## src/rtl/can_mode_pkg.sv

```systemverilog
package can_mode_pkg;

  typedef enum logic [1:0] {
    MD_NORMAL = 2'b00,
    MD_STBY   = 2'b01,
    MD_UVSTBY = 2'b10
  } op_mode_e;

  localparam int unsigned SYNC_DEPTH = 2;

endpackage

```

## src/rtl/cmw_sync.sv

```systemverilog
module cmw_sync #(
  parameter int unsigned WIDTH   = 1,
  parameter logic [WIDTH-1:0] RST_VAL = '0
) (
  input  logic             clk,
  input  logic             rst,
  input  logic [WIDTH-1:0] d_i,
  output logic [WIDTH-1:0] q_o
);
  import can_mode_pkg::*;

  logic [WIDTH-1:0] stage_q [SYNC_DEPTH];

  generate
    for (genvar s = 0; s < SYNC_DEPTH; s++) begin : g_stage
      always_ff @(posedge clk) begin
        if (rst) begin
          stage_q[s] <= RST_VAL;
        end else if (s == 0) begin
          stage_q[s] <= d_i;
        end else begin
          stage_q[s] <= stage_q[(s == 0) ? 0 : s-1];
        end
      end
    end
  endgenerate

  assign q_o = stage_q[SYNC_DEPTH-1];

endmodule

```

## src/rtl/cmw_mode_fsm.sv

```systemverilog
module cmw_mode_fsm
  import can_mode_pkg::*;
(
  input  logic     clk,
  input  logic     rst,
  input  logic     stby_s_i,
  input  logic     vcc_uv_s_i,
  input  logic     vio_uv_s_i,
  output op_mode_e mode_o
);

  op_mode_e mode_q, mode_d;

  always_comb begin
    if (vcc_uv_s_i || vio_uv_s_i) begin
      mode_d = MD_UVSTBY;
    end else if (stby_s_i) begin
      mode_d = MD_STBY;
    end else begin
      mode_d = MD_NORMAL;
    end
  end

  always_ff @(posedge clk) begin
    if (rst) mode_q <= MD_STBY;
    else     mode_q <= mode_d;
  end

  assign mode_o = mode_q;

  AST_UV_FORCES_STBY: assert property (@(posedge clk) disable iff (rst)
    (vcc_uv_s_i || vio_uv_s_i) |=> (mode_q == MD_UVSTBY));

  AST_REQ_SELECTS_STBY: assert property (@(posedge clk) disable iff (rst)
    (!vcc_uv_s_i && !vio_uv_s_i && stby_s_i) |=> (mode_q == MD_STBY));

  AST_REQ_SELECTS_NORMAL: assert property (@(posedge clk) disable iff (rst)
    (!vcc_uv_s_i && !vio_uv_s_i && !stby_s_i) |=> (mode_q == MD_NORMAL));

endmodule

```

## src/rtl/cmw_wake_mon.sv

```systemverilog
module cmw_wake_mon #(
  parameter int unsigned WAKE_CYC = 16
) (
  input  logic clk,
  input  logic rst,
  input  logic in_stby_i,
  input  logic bus_dom_i,
  input  logic vio_uv_s_i,
  output logic wake_o
);
  localparam int unsigned CW = $clog2(WAKE_CYC + 1);
  localparam logic [CW-1:0] CNT_TOP = CW'(WAKE_CYC);

  logic [CW-1:0] cnt_q;
  logic          lock_q;
  logic          clr;

  assign clr = !in_stby_i || lock_q || !bus_dom_i || vio_uv_s_i;

  always_ff @(posedge clk) begin
    if (rst) begin
      lock_q <= 1'b0;
    end else if (!in_stby_i) begin
      lock_q <= bus_dom_i;
    end else if (!bus_dom_i) begin
      lock_q <= 1'b0;
    end
  end

  always_ff @(posedge clk) begin
    if (rst || clr) begin
      cnt_q <= '0;
    end else if (cnt_q != CNT_TOP) begin
      cnt_q <= cnt_q + 1'b1;
    end
  end

  assign wake_o = in_stby_i && (cnt_q == CNT_TOP);

  AST_LOCK_BLOCKS_WAKE: assert property (@(posedge clk) disable iff (rst)
    (in_stby_i && lock_q) |-> !wake_o);

  AST_WAKE_NEEDS_DOM: assert property (@(posedge clk) disable iff (rst)
    $rose(wake_o) |-> $past(bus_dom_i));

  AST_VIO_UV_CLEARS: assert property (@(posedge clk) disable iff (rst)
    vio_uv_s_i |=> (cnt_q == '0));

  AST_CNT_BOUND: assert property (@(posedge clk) disable iff (rst)
    cnt_q <= CNT_TOP);

endmodule

```

## src/rtl/can_mode_wake_ctrl.sv

```systemverilog
module can_mode_wake_ctrl
  import can_mode_pkg::*;
#(
  parameter bit          HAS_WAKE = 1'b1,
  parameter int unsigned WAKE_CYC = 16
) (
  input  logic       clk,
  input  logic       rst,
  input  logic       stby_req_i,
  input  logic       vcc_uv_i,
  input  logic       vio_uv_i,
  input  logic       bus_dom_i,
  output logic [1:0] mode_o,
  output logic       tx_en_o,
  output logic       rxd_o,
  output logic       rxd_oe_o
);

  logic [2:0] raw_in, sync_out;
  logic       stby_s, vcc_uv_s, vio_uv_s;
  op_mode_e   mode;
  logic       in_stby;
  logic       wake;

  assign raw_in = {stby_req_i, vcc_uv_i, vio_uv_i};

  cmw_sync #(.WIDTH(3), .RST_VAL(3'b100)) u_sync (
    .clk (clk),
    .rst (rst),
    .d_i (raw_in),
    .q_o (sync_out)
  );

  assign {stby_s, vcc_uv_s, vio_uv_s} = sync_out;

  cmw_mode_fsm u_fsm (
    .clk        (clk),
    .rst        (rst),
    .stby_s_i   (stby_s),
    .vcc_uv_s_i (vcc_uv_s),
    .vio_uv_s_i (vio_uv_s),
    .mode_o     (mode)
  );

  assign in_stby = (mode != MD_NORMAL);

  generate
    if (HAS_WAKE) begin : g_wake
      cmw_wake_mon #(.WAKE_CYC(WAKE_CYC)) u_wake (
        .clk        (clk),
        .rst        (rst),
        .in_stby_i  (in_stby),
        .bus_dom_i  (bus_dom_i),
        .vio_uv_s_i (vio_uv_s),
        .wake_o     (wake)
      );
    end else begin : g_nowake
      assign wake = 1'b0;
    end
  endgenerate

  always_comb begin
    if (vio_uv_s)     rxd_o = 1'b1;
    else if (!in_stby) rxd_o = !bus_dom_i;
    else              rxd_o = !wake;
  end

  assign rxd_oe_o = !vio_uv_s;
  assign tx_en_o  = !in_stby;
  assign mode_o   = mode;

  AST_RELEASED_RXD_HIGH: assert property (@(posedge clk) disable iff (rst)
    !rxd_oe_o |-> rxd_o);

  generate
    if (!HAS_WAKE) begin : g_chk_nowake
      AST_NOWAKE_RXD_HIGH: assert property (@(posedge clk) disable iff (rst)
        (mode_o != 2'b00) |-> rxd_o);
    end
  endgenerate

endmodule

```

## config.mk

```make
export PLATFORM = sky130hd
export DESIGN_NAME = can_mode_wake_ctrl
export DESIGN_NICKNAME = d
export VERILOG_FILES = /design/src/rtl/can_mode_pkg.sv /design/src/rtl/cmw_sync.sv /design/src/rtl/cmw_mode_fsm.sv /design/src/rtl/cmw_wake_mon.sv /design/src/rtl/can_mode_wake_ctrl.sv
export SDC_FILE = /design/constraint.sdc
export NUM_CORES = 1
export LEC_CHECK = 0
export BUFFER_PORTS_ARGS = -buffer_cell sky130_fd_sc_hd__buf_2
export CAP_MARGIN = 20
export CORE_AREA = 3 3 40 42
export DETAILED_ROUTE_END_ITERATION = 10
export DIE_AREA = 0 0 43 45
export PLACE_DENSITY_LB_ADDON = 0.25
export SLEW_MARGIN = 15
export SYNTH_ARGS = -nofsm -noshare
export SYNTH_HDL_FRONTEND = slang
export SYNTH_SLANG_ARGS = --single-unit
export TNS_END_PERCENT = 10
```

## constraint.sdc

```tcl
create_clock -name clk -period 1.6 [get_ports clk]
set_input_delay 0.16 -clock clk [delete_from_list [all_inputs] [get_ports clk]]
set_output_delay 0.16 -clock clk [all_outputs]
set_load 0.02 [all_outputs]
```

==> flow_metrics.py, run 1 <==
metrics = {
    "synth": {
        "syn_nets": 57,
        "synth_cells": 49,
        "avgSynthCellArea_um2": 10.95,
        "yosys.area.top_type": "dfxtp_1",
        "ys_types": 17,
        "synth-main-ff-cell": "dfxtp_1",
        "synth_most_common_cell": "dfxtp_1",
        "synth-edff-count": 0,
        "synth.area.top_cells": "dfxtp_1 52%, and2b_2 6.5%, nor2_1 6.3%",
        "yosysWarnings": 0,
        "yosysTopAreaCellShare_pct": 52.21,
        "async_reset_ff_share_pct": 0,
        "syn_area_um2": 536.8,
        "synth_seq_area_share_pct": 52.21,
        "synthTopCellsByCount": "14 x dfxtp_1, 9 x nor2_1, 4 x and2b_2, 3 x inv_1",
        "synth_seq_cells": 14,
    },
    "clock_tree": {
        "cts_inserted_buffers": 3,
        "cts.clk_slew.worst_paths_ns": 0.08,
        "cts_sinks": 14,
        "htree_levels": 1,
        "clockBufferDepth": 2,
        "clk_latency_ns": 0.27,
        "ctsHoldBuffers": 0,
        "cts_root_buf": "clkbuf_4",
        "tritoncts": "yes",
    },
    "outcome": {
        "violations": "negative setup slack",
        "status": "complete, but fails checks",
    },
    "global_route": {
        "antenna_found_initial": 0,
        "grt_pass1_vias": 368,
        "grt_pass1_wl_mm": 1.497,
        "overflow": 0,
        "grtUsageTotal_pct": 10.45,
        "grt_max_degree": 10,
    },
    "place": {
        "port_buffers": 10,
        "place_congestion": 0.6767,
        "dp_cells": 75,
    },
    "flow_run": {
        "drv_cap": 0,
    },
    "drt": {
        "viasPerCell": 4.364,
        "drt_iter0_drc": 2,
        "drt_first_pass_iters": 2,
        "wl_per_cell_um": 9.818,
        "drt_wl_total_um": 864,
        "antenna_left": 0,
        "num_vias": 384,
        "drc": 0,
    },
    "floorplan": {
        "start_util_pct": 41.77,
        "fp-row-count": 13,
        "die_area_um2": 1935,
        "core_area_um2": 1285,
        "fp.dieW_um": 43,
        "dieHeight_um": 45,
        "num_io_pins": 11,
    },
    "setup_path": {
        "path_class": "flop to output port",
        "rr_endpoint": "g_wake.u_wake.cnt_q[0]",
        "crit_path_start": "g_wake.u_wake.cnt_q[1]",
        "r2r-start": "g_wake.u_wake.cnt_q[0]",
        "worstPathRequired_ns": 1.44,
        "endpoint_kind": "output port",
        "crit_path_start_kind": "flop",
        "worstSetupEndpoint": "rxd_o",
        "rr_worst_depth": 10,
        "crit_fanout": 2,
        "reg2reg_slack_ns": 0.08,
        "arrival_ns": 1.45,
    },
    "sta": {
        "rsz0062_at_grt": "yes",
        "maxSlewViolCount": 0,
        "worst_pin_slew_ns": 0.1679,
        "post-route-period-util_pct": 100.8,
        "fin_skew_ns": 0.002374,
        "slew_headroom_pct": 88.72,
        "fin_crit_ns": 1.612,
        "holdWs_ns": 0.06540,
        "hold_viol_final": 0,
        "setup_ws_ns": -0.01216,
        "finalSetupViolations": 1,
        "fmaxAchievable_mhz": 620.3,
    },
    "power": {
        "powerDensity_nw_per_um2": 924.0,
        "p_leak_nw": 0.3353,
        "power_mw": 0.6948,
        "ir_drop_mv": 0.5030,
    },
    "finish": {
        "insertedDiodeCount": 0,
        "layout-drive-gt1-share_pct": 60.27,
        "syn2layout_area_growth_pct": 40.09,
        "finalNonFillerCells": 88,
        "nets": 82,
    },
    "min_path": {
        "hold_path.class": "primary input to flop",
    },
}
## how the worst min path moves through the flow
stage | startpoint | to | slack [ns] | cells after the start
final | stby_req_i | u_sync.stage_q[0][2] | 0.07 | 2
after global routing | stby_req_i | u_sync.stage_q[0][2] | 0.06 | 2
after CTS | stby_req_i | u_sync.stage_q[0][2] | 0.06 | 2
after detailed placement | stby_req_i | u_sync.stage_q[0][2] | 0.35 | 2
after global placement | stby_req_i | u_sync.stage_q[0][2] | 0.34 | 2
after floorplan | rst | u_fsm.mode_o[1] | 0.24 | 1
## timing repair
item,4_1_cts,5_1_grt
pin swaps,2,2
gates resized for setup,10,1
buffers inserted,10,0
endpoints found under the setup margin,1,2
## flip-flops by register name (all words and copies together), names as in the netlist
signal	flops
u_sync.stage_q	6
g_wake.u_wake.cnt_q	5
u_fsm.mode_o	2
g_wake.u_wake.lock_q	1
## worst max-delay path, stage by stage (launching register included)
cell	delay, ns
dfxtp_2	0.34
inv_2	0.04
ha_4	0.14
and4bb_2	0.22
mux2_4	0.27
nand2_2	0.06
buf_6	0.11
## layout by cell type (no fill, tap or decap), types with 3 or more instances in the layout
cell	synthesis	routed
buf_4	0	10
nor2_1	9	9
buf_2	0	9
and2b_2	4	4
dfxtp_1	14	12
clkbuf_4	0	3
## cell type report
type	count	area, µm²
multi-input combinational	32	271.5
fill	105	533.0
timing repair buffer	20	131.4
clock buffer	4	36.28
sequential	14	282.8
inverter	3	11.26
tap	15	18.77
## metrics by stage
| stage | util (%) | setup slack (ns) | cell area (µm²) | TNS [ns] |
|---|---|---|---|---|
| global route | 58.52 | -0.07601 | 752.0 | -0.07601 |
| detailed placement | 47.71 | 0.1406 | 613.1 | 0 |
| floorplan | - | 0.1870 | 536.8 | 0 |
| global placement | 47.71 | 0.1633 | 613.1 | 0 |
| CTS | 58.33 | -0.03600 | 749.5 | -0.03600 |
| finish | 58.52 | -0.01216 | 752.0 | -0.01216 |
## where the power goes
part	total, mW	switching [mW]	internal [mW]	leakage (nW)
sequential	0.369	0.00665	0.362	0.116
clock	0.243	0.105	0.138	0.0210
combinational	0.0831	0.0365	0.0466	0.199
## layer usage
metal	GRT usage, %	up-vias	wire (µm)
li1	-	206	-
met1	13.17	169	412
met2	16.77	9	404
met3	2.390	0	47
met4	5.422	0	0
met5	0	-	0
## kinds of logic (layout without fill, tap and decap cells)
family	after synthesis	count (layout)	synth area share (%)
xor+xnor	4	4	6.528
fa+ha+maj	2	2	4.661
buf+inv	3	27	2.098
flops	14	14	52.21
mux	2	2	3.963
simple gates	24	24	30.53
No activity file was read; power rests on OpenSTA's default activity.
==> run 2: changes to the inputs <==
==> constraint.sdc (replaced) <==
create_clock -name clk -period 1.6 [get_ports clk]
set_input_delay 0.08 -clock clk [delete_from_list [all_inputs] [get_ports clk]]
set_output_delay 0.08 -clock clk [all_outputs]
set_load 0.02 [all_outputs]
==> run 2 against run 1 <==
Net effect: hold slack got worse by 0.043 ns; the flow now finishes without violations; core utilization decreased by 2.7 points; largest cell class unchanged; combinational power fell by 15%; global-route usage down 0.15 points; die area unchanged; maximum frequency rose by 3.2%; sequential cell count is the same; sequential share of layout area up 1.8 points; via count is 5.5% lower; count of clock-buffer cells in the layout is the same; cell count fell by 4.5%.
==> flow_metrics.py, run 2 (synthesized netlist as in run 1, its figures left out) <==
metrics = {
    "floorplan": {
        "start_util_pct": 41.77,
        "num_io_pins": 11,
        "core_area_um2": 1285,
        "dieHeight_um": 45,
        "fp.dieW_um": 43,
        "die_area_um2": 1935,
        "fp-row-count": 13,
    },
    "setup_path": {
        "endpoint_kind": "output port",
        "worstPathRequired_ns": 1.52,
        "rr_worst_depth": 7,
        "crit_path_start_kind": "flop",
        "crit_fanout": 2,
        "arrival_ns": 1.48,
        "path_class": "flop to output port",
    },
    "clock_tree": {
        "cts_inserted_buffers": 3,
        "cts.clk_slew.worst_paths_ns": 0.09,
        "htree_levels": 1,
        "cts_root_buf": "clkbuf_4",
        "cts_sinks": 14,
        "tritoncts": "yes",
        "clk_latency_ns": 0.28,
        "clockBufferDepth": 2,
    },
    "global_route": {
        "grt_pass1_wl_mm": 1.380,
        "grt_max_degree": 10,
        "overflow": 0,
        "antenna_found_initial": 0,
        "grtUsageTotal_pct": 10.30,
        "grt_pass1_vias": 345,
    },
    "finish": {
        "seq_area_um2": 282.8,
        "layout-drive-gt1-share_pct": 55.07,
        "insertedDiodeCount": 0,
        "finalNonFillerCells": 84,
        "fillers": 108,
        "largest_register_ffs": 6,
        "final_common_cell": "dfxtp_1",
        "syn2layout_area_growth_pct": 33.57,
        "layout_common_cells": "12 x dfxtp_1, 9 x nor2_1, 9 x buf_2, 5 x buf_4, 4 x and2b_2",
        "multiInputGateArea_um2": 264.0,
        "nets": 78,
        "regMostFlops": "u_sync.stage_q",
    },
    "place": {
        "place_congestion": 0.6552,
        "port_buffers": 10,
        "dp_cells": 74,
        "dp_worst_setup_slack_ns": 0.1683,
        "dp_hpwl_um": 517.5,
    },
    "drt": {
        "drc": 0,
        "drt_iter0_drc": 3,
        "antenna_left": 0,
        "wl_per_cell_um": 10.63,
        "viasPerCell": 4.321,
        "num_vias": 363,
        "drt_first_pass_iters": 4,
        "drt_wl_total_um": 893,
    },
    "sta": {
        "rsz0062_at_grt": "yes",
        "fin_crit_ns": 1.563,
        "setup_ws_ns": 0.03735,
        "maxSlewViolCount": 0,
        "hold_viol_final": 0,
        "post-route-period-util_pct": 97.67,
        "finalSetupViolations": 0,
        "slew_headroom_pct": 88.41,
        "worst_pin_slew_ns": 0.1733,
        "fmaxAchievable_mhz": 639.9,
        "fin_skew_ns": 0.009879,
    },
    "power": {
        "switching_share_pct": 22.29,
        "p_clk_share_pct": 36.4,
        "p_leak_nw": 0.3096,
        "powerDensity_nw_per_um2": 964.4,
        "power_frac_seq_pct": 53.3,
        "ir_drop_mv": 0.5425,
        "p_switching_mw": 0.1542,
        "intPower_mw": 0.5373,
        "comb_power_share_pct": 10.3,
    },
    "flow_run": {
        "drv_cap": 0,
    },
    "min_path": {
        "hold_path.class": "primary input to flop",
        "whs_path_depth": 2,
    },
    "outcome": {
        "status": "complete, no violations",
    },
}
-- run 2: cell types whose count changed in the layout (fill, tap and decap cells not counted) --
cell / before / now
buf_4: 10 / 5
dlygate4sd3_1: 0 / 1
xnor2_1: 1 / 2
xnor2_2: 1 / 0
-- run 2: power by group through the flow --
| stage | registers [mW] | clock network [mW] | logic [mW] |
|---|---|---|---|
| 3_5_place_dp | 0.377 | 0 | 0.0552 |
| 3_3_place_gp | 0.376 | 0 | 0.0547 |
| 6_report | 0.369 | 0.252 | 0.0709 |
| 2_1_floorplan | 0.380 | 0 | 0.0332 |
| 4_1_cts | 0.368 | 0.259 | 0.0667 |
| 5_1_grt | 0.370 | 0.273 | 0.0789 |
-- run 2: final timing paths --
check / startpoint / end / slack [ns]
worst min register to register: u_sync.stage_q[0][2] / u_sync.stage_q[1][2] / 0.42
worst min-delay path: vcc_uv_i / u_sync.stage_q[0][1] / 0.02
worst max-delay path: g_wake.u_wake.cnt_q[0] / rxd_o / 0.04
worst max register to register: g_wake.u_wake.cnt_q[0] / g_wake.u_wake.cnt_q[0] / 0.26
-- run 2: repair_timing --
action,CTS,global route
hold buffers,1,0
endpoints found under the hold margin,1,0
buffers inserted,3,2
resized for setup,8,2
endpoints found under the setup margin,1,1
pin swaps,1,1
-- run 2: through the flow --
stage / utilization [%] / setup TNS [ns] / hold slack (ns) / power [mW] / instance area, µm²
CTS: 53.85 / 0 / 0.01445 / 0.6938 / 691.9
global route: 55.79 / -0.02310 / 0.01265 / 0.7219 / 716.9
floorplan: - / 0 / 0.1643 / 0.4128 / 536.8
global placement: 47.13 / 0 / 0.2626 / 0.4311 / 605.6
finish: 55.79 / 0 / 0.02272 / 0.6914 / 716.9
detailed placement: 47.13 / 0 / 0.2653 / 0.4320 / 605.6
-- run 2: critical path, stage by stage, from the launching register on --
cell,delay (ns)
dfxtp_2,0.35
inv_2,0.05
ha_4,0.14
and4bb_2,0.22
mux2_4,0.27
nand2_2,0.06
buf_6,0.11
-- run 2: area by class of cell --
class	instances	share of cell area [%]
Tap cell	15	2.618
Multi-Input combinational cell	32	36.82
Inverter	3	1.571
Sequential cell	14	39.44
Timing Repair Buffer	16	14.49
Clock buffer	4	5.061
-- run 2: routing by layer --
| metal | up-vias | global-route usage (%) | share of wire [%] |
|---|---|---|---|
| li1 | 194 | - | - |
| met2 | 15 | 17.07 | 49 |
| met3 | 0 | 4.781 | 7.1 |
| met1 | 154 | 10.29 | 44 |
| met5 | - | 0 | 0 |
| met4 | 0 | 7.229 | 0 |
==> run 3: changes to the inputs <==
--- a/config.mk
+++ b/config.mk
@@ -5,6 +5,7 @@
 export SDC_FILE = /design/constraint.sdc
 export NUM_CORES = 1
 export LEC_CHECK = 0
+export ABC_AREA = 1
 export BUFFER_PORTS_ARGS = -buffer_cell sky130_fd_sc_hd__buf_2
 export CAP_MARGIN = 20
 export CORE_AREA = 3 3 40 42
@@ -14,5 +15,6 @@
 export SLEW_MARGIN = 15
 export SYNTH_ARGS = -nofsm -noshare
 export SYNTH_HDL_FRONTEND = slang
+export SYNTH_HIERARCHICAL = 1
 export SYNTH_SLANG_ARGS = --single-unit
 export TNS_END_PERCENT = 10
==> run 3 against run 2 <==
Net effect: setup slack gained 0.072 ns; largest cell class unchanged; combinational power grew 4.1%; wire length grew 20%; largest power group unchanged; critical path type unchanged; sequential share of layout area shrank 2.5 points.
==> flow_metrics.py, run 3 <==
metrics = {
    "setup_path": {
        "arrival_ns": 1.41,
        "reg2reg_slack_ns": 0.48,
        "crit_path_start_kind": "flop",
        "endpoint_kind": "output port",
        "crit_fanout": 4,
        "worstPathRequired_ns": 1.52,
        "path_class": "flop to output port",
    },
    "floorplan": {
        "num_io_pins": 11,
        "fp.dieW_um": 43,
        "core_area_um2": 1285,
        "die_area_um2": 1935,
        "fp-row-count": 13,
        "start_util_pct": 46.45,
        "dieHeight_um": 45,
    },
    "power": {
        "ir_drop_mv": 0.5410,
        "powerDensity_nw_per_um2": 919.3,
        "p_leak_nw": 0.3867,
    },
    "synth": {
        "synth_most_common_cell": "inv_1",
        "synth_top_family_by_area": "simple AND/OR/NAND/NOR gates",
        "synth_compound_area_share_pct": 3.774,
        "synthMuxAreaShare_pct": 0,
        "ys_types": 14,
        "synth-xor-area-share_pct": 1.468,
        "avgSynthCellArea_um2": 7.278,
        "synth_seq_area_share_pct": 46.96,
        "synth-main-ff-cell": "dfxtp_1",
        "syn_area_um2": 596.8,
        "synth.area.top_cells": "dfxtp_1 47%, inv_1 13%, nand2_1 10%",
        "async_reset_ff_share_pct": 0,
        "yosys.area.top_type": "dfxtp_1",
        "syn_nets": 90,
        "yosysWarnings": 6,
        "synth_seq_cells": 14,
        "synthTopCellsByCount": "21 x inv_1, 16 x nand2_1, 14 x dfxtp_1, 10 x nor2_1, 5 x nor2_2",
        "synth_cells": 82,
        "synth-simple-area-share_pct": 29.77,
        "synth_fa_ha_area_share_pct": 4.193,
        "synth-edff-count": 0,
        "yosysTopAreaCellShare_pct": 46.96,
    },
    "finish": {
        "layout_common_cells": "19 x inv_1, 15 x nand2_1, 12 x dfxtp_1, 10 x nor2_1, 9 x buf_2",
        "fillers": 113,
        "finalNonFillerCells": 117,
        "nets": 111,
        "largest_register_ffs": 6,
        "final_common_cell": "inv_1",
        "syn2layout_area_growth_pct": 28.30,
        "layout-drive-gt1-share_pct": 29.41,
        "regMostFlops": "u_sync/stage_q",
        "finish.utilization_pct": 59.59,
        "insertedDiodeCount": 0,
    },
    "sta": {
        "fmaxAchievable_mhz": 670.6,
        "finalSetupViolations": 0,
        "post-route-period-util_pct": 93.19,
        "slew_headroom_pct": 84.32,
        "fin_skew_ns": 0.001199,
        "maxSlewViolCount": 0,
        "worst_pin_slew_ns": 0.2349,
        "hold_viol_final": 0,
        "fin_crit_ns": 1.491,
        "holdWs_ns": 0.06019,
    },
    "drt": {
        "drt_iter0_drc": 10,
        "viasPerCell": 4.385,
        "drt_wl_total_mm": 1.070,
        "num_vias": 513,
        "wl_per_cell_um": 9.145,
        "drt_first_pass_iters": 4,
        "drc": 0,
        "antenna_left": 0,
    },
    "min_path": {
        "hold_path.class": "primary input to flop",
    },
    "clock_tree": {
        "clockBufferDepth": 2,
        "cts.clk_slew.worst_paths_ns": 0.09,
        "htree_levels": 1,
        "clk_latency_ns": 0.28,
        "cts_sinks": 14,
        "tritoncts": "yes",
        "cts_inserted_buffers": 3,
        "cts_root_buf": "clkbuf_4",
    },
    "global_route": {
        "overflow": 0,
        "grt_pass1_vias": 452,
        "grtUsageTotal_pct": 11.84,
        "grt_pass1_wl_mm": 1.697,
        "antenna_found_initial": 0,
        "grt_max_degree": 9,
    },
    "place": {
        "dp_cells": 107,
        "port_buffers": 10,
        "place_congestion": 0.7948,
        "dp_hpwl_um": 742.8,
    },
    "outcome": {
        "status": "complete, no violations",
    },
    "flow_run": {
        "drv_cap": 0,
    },
}
-- run 3: layer usage --
layer  wire, µm  vias up  share of wire [%]  track usage [%]
li1           -      280                  -                -
met1        490      225                 46            13.09
met2        543        8                 51            20.96
met3         36        0                3.4            2.390
met4          0        0                  0            7.229
met5          0        -                  0                0
-- run 3: path summary, 6_finish.rpt --
check | start | end | cells past startpoint
setup / recovery | g_wake.u_wake/cnt_q[0] | rxd_o | 10
setup reg to reg | g_wake.u_wake/cnt_q[0] | g_wake.u_wake/cnt_q[1] | 7
hold reg to reg | u_sync/stage_q[0][1] | u_sync/stage_q[1][1] | 2
hold / removal | rst | u_sync/stage_q[0][1] | 2
-- run 3: cell families after synthesis --
group | Yosys count
and+or+nand+nor | 39
buffers and inverters | 22
DFF | 14
AOI/OAI and AO/OA | 4
adders and majority gates | 2
xor gates and xnor gates | 1
-- run 3: cell type report --
class	count	area [µm²]	share of cell area [%]
inverters	22	82.58	10.78
well taps	15	18.77	2.451
multi-input cells	46	236.5	30.88
flip-flops and latches	14	282.8	36.93
repair buffers	16	108.9	14.22
clock buffers	4	36.28	4.739
-- run 3: repair_timing --
| item | in CTS | in global routing |
|---|---|---|
| pin swaps | 0 | 1 |
| hold endpoints to repair | 3 | 0 |
| setup buffers | 0 | 3 |
| hold buffers | 3 | 0 |
| setup endpoints to repair | 1 | 1 |
| gates resized for setup | 1 | 6 |
-- run 3: per-stage QoR --
step	worst slack (ns)	setup TNS (ns)	total power [mW]	cell area, µm²
floorplan	0.4792	0	0.4176	596.8
global placement	0.3477	0	0.4369	665.6
detailed placement	0.3136	0	0.4391	665.6
CTS	0.02526	0	0.7022	732.0
global route	-0.0003237	-0.0003237	0.7299	765.7
finish	0.1089	0	0.7039	765.7
-- run 3: where the power goes --
group / internal (mW) / total (mW) / switching (mW)
Clock: 0.138 / 0.261 / 0.123
Combinational: 0.0322 / 0.0738 / 0.0415
Sequential: 0.362 / 0.369 / 0.00746
Total: 0.532 / 0.704 / 0.171
-- run 3: critical path: stages, from the launching register on --
cell	delay (ns)
dfxtp_2	0.35
inv_2	0.06
ha_1	0.13
nand2_1	0.06
inv_2	0.08
nand2_2	0.05
nor2_1	0.10
inv_1	0.04
nand2_1	0.07
nand3_2	0.06
buf_6	0.13
